## src/rtl/ppw_pkg.sv

```systemverilog
package ppw_pkg;

    localparam int unsigned NUM_BANKS = 2;

    typedef enum logic {
        BANK_A = 1'b0,
        BANK_B = 1'b1
    } bank_e;

    typedef enum logic {
        FILLING = 1'b0,
        HOLDING = 1'b1
    } fill_e;

    function automatic int unsigned clog2c(input int unsigned v);
        return (v < 2) ? 1 : $clog2(v);
    endfunction

endpackage

```

## src/rtl/ppw_addr_gen.sv

```systemverilog
module ppw_addr_gen #(
    parameter int unsigned NUM_PART   = 32,
    parameter int unsigned PART_WORDS = 16,
    parameter int unsigned ADDR_W     = 9
) (
    input  logic              clk,
    input  logic              rst,
    input  logic              step,
    output logic [ADDR_W-1:0] addr,
    output logic              last
);
    import ppw_pkg::*;

    localparam int unsigned PIDX_W = clog2c(NUM_PART);
    localparam int unsigned OFF_W  = clog2c(PART_WORDS);
    localparam logic [PIDX_W-1:0] PIDX_MAX = PIDX_W'(NUM_PART - 1);
    localparam logic [OFF_W-1:0]  OFF_MAX  = OFF_W'(PART_WORDS - 1);

    logic [PIDX_W-1:0] part_idx;
    logic [OFF_W-1:0]  offset;
    logic              sweep_end;

    assign sweep_end = (part_idx == PIDX_MAX);
    assign last      = sweep_end && (offset == OFF_MAX);
    assign addr      = ADDR_W'(part_idx) * ADDR_W'(PART_WORDS) + ADDR_W'(offset);

    always_ff @(posedge clk) begin
        if (rst) begin
            part_idx <= '0;
            offset   <= '0;
        end else if (step) begin
            if (sweep_end) begin
                part_idx <= '0;
                offset   <= (offset == OFF_MAX) ? '0 : offset + 1'b1;
            end else begin
                part_idx <= part_idx + 1'b1;
            end
        end
    end

endmodule

```

## src/rtl/ppw_bank_ctrl.sv

```systemverilog
module ppw_bank_ctrl (
    input  logic            clk,
    input  logic            rst,
    input  logic            accept,
    input  logic            last,
    input  logic            drained,
    output ppw_pkg::bank_e  bank_sel,
    output logic            ready
);
    import ppw_pkg::*;

    fill_e state;
    logic  other_free;

    assign ready = (state == FILLING);

    always_ff @(posedge clk) begin
        if (rst) begin
            bank_sel   <= BANK_A;
            state      <= FILLING;
            other_free <= 1'b1;
        end else begin
            case (state)
                FILLING: begin
                    if (accept && last) begin
                        if (other_free || drained) begin
                            bank_sel   <= bank_e'(~bank_sel);
                            other_free <= 1'b0;
                        end else begin
                            state <= HOLDING;
                        end
                    end else if (drained) begin
                        other_free <= 1'b1;
                    end
                end
                HOLDING: begin
                    if (drained) begin
                        bank_sel <= bank_e'(~bank_sel);
                        state    <= FILLING;
                    end
                end
                default: state <= FILLING;
            endcase
        end
    end

endmodule

```

## src/rtl/ppw_steer.sv

```systemverilog
module ppw_steer #(
    parameter int unsigned DATA_W = 16,
    parameter int unsigned ADDR_W = 9
) (
    input  logic                                       accept,
    input  ppw_pkg::bank_e                             bank_sel,
    input  logic [ADDR_W-1:0]                          addr,
    input  logic [DATA_W-1:0]                          data,
    output logic [ppw_pkg::NUM_BANKS-1:0]              wr_en,
    output logic [ppw_pkg::NUM_BANKS-1:0][ADDR_W-1:0]  wr_addr,
    output logic [ppw_pkg::NUM_BANKS-1:0][DATA_W-1:0]  wr_data
);
    import ppw_pkg::*;

    for (genvar b = 0; b < NUM_BANKS; b++) begin : g_lane
        logic hit;
        assign hit        = accept && (int'(bank_sel) == b);
        assign wr_en[b]   = hit;
        assign wr_addr[b] = addr;
        assign wr_data[b] = hit ? data : '0;
    end

endmodule

```

## src/rtl/ppw_writer.sv

```systemverilog
module ppw_writer #(
    parameter  int unsigned DATA_W     = 16,
    parameter  int unsigned NUM_PART   = 32,
    parameter  int unsigned PART_WORDS = 16,
    localparam int unsigned BANK_WORDS = NUM_PART * PART_WORDS,
    localparam int unsigned ADDR_W     = ppw_pkg::clog2c(BANK_WORDS)
) (
    input  logic                         clk,
    input  logic                         rst,
    input  logic                         in_valid,
    input  logic [DATA_W-1:0]            in_data,
    output logic                         in_ready,
    input  logic                         drained,
    output logic                         bank_sel,
    output logic [1:0]                   wr_en,
    output logic [1:0][ADDR_W-1:0]       wr_addr,
    output logic [1:0][DATA_W-1:0]       wr_data
);
    import ppw_pkg::*;

    logic              accept;
    logic              last;
    logic [ADDR_W-1:0] addr;
    bank_e             bank;

    assign accept   = in_valid && in_ready;
    assign bank_sel = bank;

    ppw_addr_gen #(
        .NUM_PART  (NUM_PART),
        .PART_WORDS(PART_WORDS),
        .ADDR_W    (ADDR_W)
    ) u_addr (
        .clk (clk),
        .rst (rst),
        .step(accept),
        .addr(addr),
        .last(last)
    );

    ppw_bank_ctrl u_ctrl (
        .clk     (clk),
        .rst     (rst),
        .accept  (accept),
        .last    (last),
        .drained (drained),
        .bank_sel(bank),
        .ready   (in_ready)
    );

    ppw_steer #(
        .DATA_W(DATA_W),
        .ADDR_W(ADDR_W)
    ) u_steer (
        .accept  (accept),
        .bank_sel(bank),
        .addr    (addr),
        .data    (in_data),
        .wr_en   (wr_en),
        .wr_addr (wr_addr),
        .wr_data (wr_data)
    );

endmodule

```

## config.mk

```make
export PLATFORM = sky130hd
export DESIGN_NAME = ppw_writer
export DESIGN_NICKNAME = d
export VERILOG_FILES = /design/src/rtl/ppw_pkg.sv /design/src/rtl/ppw_addr_gen.sv /design/src/rtl/ppw_bank_ctrl.sv /design/src/rtl/ppw_steer.sv /design/src/rtl/ppw_writer.sv
export SDC_FILE = /design/constraint.sdc
export NUM_CORES = 1
export LEC_CHECK = 0
export BUFFER_PORTS_ARGS = -buffer_cell sky130_fd_sc_hd__buf_2
export CAP_MARGIN = 25
export CORE_UTILIZATION = 41
export CTS_BUF_LIST = sky130_fd_sc_hd__clkbuf_16
export DETAILED_ROUTE_END_ITERATION = 8
export MAX_ROUTING_LAYER = met4
export PLACE_DENSITY = 0.85
export SETUP_SLACK_MARGIN = 0.5
export SLEW_MARGIN = 15
export SYNTH_ARGS = -nofsm -noshare
export SYNTH_HDL_FRONTEND = slang
export SYNTH_SLANG_ARGS = --single-unit
```

## constraint.sdc

```tcl
create_clock -name clk -period 4.14 [get_ports clk]
set_input_delay 0.414 -clock clk [delete_from_list [all_inputs] [get_ports clk]]
set_output_delay 0.414 -clock clk [all_outputs]
set_load 0.02 [all_outputs]
```

==> impl_results.md <==
* Dpl ws at approximately 1.9 ns
* Slew margin rel. at between 40% and 50%
* Final hold slack at 0.408 ns
* Worst-Skew Late Latency at approximately 0.24 ns
* Post-synthesis mux area share at 4.71%
* Skew final at ~0.0012 ns
* Synthesis-stage register bit count at 12
* Setup crit end kind: output pin
* R2R Path Start: u_addr.part_idx[0]$_SDFFE_PP0N_
* Root Driver: clkbuf_16
* Hpwl dp at 1760 um
* Core area at 1980 um^2
* Tcrit/Tclk final at 57.6%
* Post-synthesis cell count at 111
* Fin. Hold Viols at 0
* F_max at 419 MHz
* Die height at between 40 and 50 um
* Detailed-route vias per instance at between 4 and 5
* Clk slew on worst S/H paths at roughly 0.040 ns
* Core Util, Final at 62.7%
* Hold path endpoint: u_ctrl.state$_SDFF_PP0_
* Setup Viol. Count Final at 0
* Compound-gate portion of the synthesized area at around 9.3%
* WL/cell at 11.4 um
* Post-synth EDFFs at 0
* Detail Route Antenna Nets at 0
* Max-cap check violation count at 0
* Critical path arrival at between 1.5 and 2 ns
* Setup TNS at 0 ns
* Die W at 48.2 um
* Drt pass-1 iters at 4
* DRC at 0
* Startpoint types: register
* Post-CTS Setup Inserts at 0
* Syn_nets at 134
* Diode count at 0
* Area Growth Syn to Fin at 41.9%
* H-tree depth at 1
* Post-placement cell count at ~200
* Leak at 0.701 nW
* Synth Area in XOR/XNOR at 2.00%
* Worst slew pin tran at approximately 0.76 ns
* Asr flop ratio synth at 0%
* Mean post-synth cell area at 7.89 um^2
* Vias in the first global route at 728
* Share of cells above drive strength 1 at 45.3%
* Final wirelength at 2260 um
* Post-cts sizing count at 0
* Starting Density at 44.2%
* FF-to-FF setup slack at 2.04 ns
* Power Density at 279 nW/um^2
* Die ar. at ~2300 um^2
* Fillers at 196
* I/O Pins at 74
* Synthesis Warnings at 0
* Max-slew violations at 0
* Largest net degree at the start of global routing at 18
* Distinct cell type count after synthesis at 29
* Post-DP Area at 1170 um^2
* Post-layout worst setup margin at 1.75 ns
* CP Class: register to output pin
* Sequential share of the synthesized area at 27.4%
* Worst reg2reg path depth at 6
* Worst Path Max Fanout at 17
* Post-Syn Area at ~880 um^2
* Global route total overflow at 0
* Post-Layout Inst Area at 1240 um^2
* HP Class: input pin to register
* Min Tclk post-route at 2.39 ns
* TritonCTS Sinks at 12
* CTS tree: yes
* Routed vias at 956
* Tot Pwr at 0.347 mW
* First-iteration detailed-routing DRC count at 5
* Worst R2R End: u_ctrl.bank_sel$_SDFFE_PP0P_
* Post-synthesis simple-gate area fraction at roughly two fifths
* Total GRT Usage at 18.4%
* Synth Area in Adders at about 4.3%
* Worst EP required at 3.73 ns
* IR drop worst, VDD at 0.326 mV
* RSZ-0062 raised after global routing: no
* Nets at 197
* Status: completed
* Hold Crit Start: drained
* First-pass GRT wire length at 2920 um
* Min-Delay Path Depth at 2
* GP Congestion at 0.672
* Antenna violations before repair at 0
* Finished Layout Cells at approximately 200
* FP Rows at 16
* CTS max path bufs at 2
* Largest family of logic cells by synthesized area: simple AND/OR/NAND/NOR gates
* CTS buffer count at 3
* Ys flop type: dfxtp_1
* Buffers on Ports at 73
* Hold_buf cts at 0
## power breakdown
group / switching (mW) / internal [mW] / total, mW
sequential: 0.00256 / 0.118 / 0.120
clock: 0.0476 / 0.126 / 0.173
combinational: 0.0320 / 0.0211 / 0.0531
## cells in the mapped netlist, drive strengths merged (2+ instances only)
library cell | n | area, um^2
ha | 3 | 37.5
nor3 | 2 | 10.0
dfxtp | 12 | 240
or3 | 3 | 20.0
a211oi | 2 | 15.0
mux2i | 3 | 30.0
inv | 2 | 7.51
o21ai | 3 | 15.0
and2 | 32 | 200
nand2 | 4 | 15.0
buf | 14 | 104
xor2 | 2 | 17.5
nor2 | 10 | 37.5
nand4b | 2 | 17.5
a21oi | 6 | 30.0
## cell families (layout without fill, tap and decap cells)
| group | after synthesis | after routing |
|---|---|---|
| simple gates | 59 | 59 |
| mux | 4 | 4 |
| xor+xnor | 2 | 2 |
| buf+inv | 17 | 78 |
| compound gates | 14 | 14 |
| fa+ha+maj | 3 | 3 |
| flops | 12 | 12 |
## cell type report
class	count	area, um^2	share of cell area (%)
tap	27	33.8	2.72
clock buffer	3	75.1	6.04
sequential	12	240	19.3
multi-input combinational	82	520	41.9
inverter	2	7.51	0.604
timing repair buffer	73	365	29.4
## how the worst max path moves through the flow
stage                                   end                            start  slack (ns)  cells after the start
6_report                        wr_data[28]          u_ctrl.state$_SDFF_PP0_        1.75                      4
2_1_floorplan  u_ctrl.bank_sel$_SDFFE_PP0P_  u_addr.part_idx[0]$_SDFFE_PP0N_        2.15                      6
4_1_cts                          wr_data[1]          u_ctrl.state$_SDFF_PP0_        1.74                      4
3_3_place_gp                    wr_data[28]                         in_valid        2.07                      5
5_1_grt                         wr_data[11]          u_ctrl.state$_SDFF_PP0_        1.56                      4
3_5_place_dp                     wr_data[1]                         in_valid        1.94                      5
## cells in the final DEF, fill, tap and decap left out
master,n
nor3_1,2
and2_1,32
ha_1,3
buf_2,73
mux2_2,1
mux2i_1,3
o21bai_1,1
inv_1,2
nand3_1,1
or3_2,1
a21oi_1,6
clkbuf_16,3
a211oi_1,2
xor2_1,2
nor2_1,10
o21ai_0,3
dfxtp_1,12
and3_1,1
nand3b_1,1
or3_1,2
nand2_1,4
or4_1,1
or4b_1,1
nand4b_1,2
a22oi_1,1
a31oi_1,1
nand2b_1,1
## layer usage
metal / vias up / routed length [um] / global-route usage (%)
li1: 484 / - / -
met1: 425 / 935 / 17.3
met2: 45 / 1140 / 37.1
met3: 2 / 176 / 3.33
met4: 0 / 6 / 5.00
met5: - / 0 / -
## critical path, stage by stage (launching register included)
cell	delay [ns]
dfxtp_1	0.37
nand2b_1	0.32
nor2_1	0.65
and2_1	0.23
buf_2	0.16
## sequential cells by signal (all words and copies together) (netlist names)
register / cells
u_addr.part_idx: 5
u_ctrl.bank_sel: 1
u_ctrl.other_free: 1
u_addr.offset: 4
u_ctrl.state: 1
Note: power is estimated with default switching activity, not from simulation.
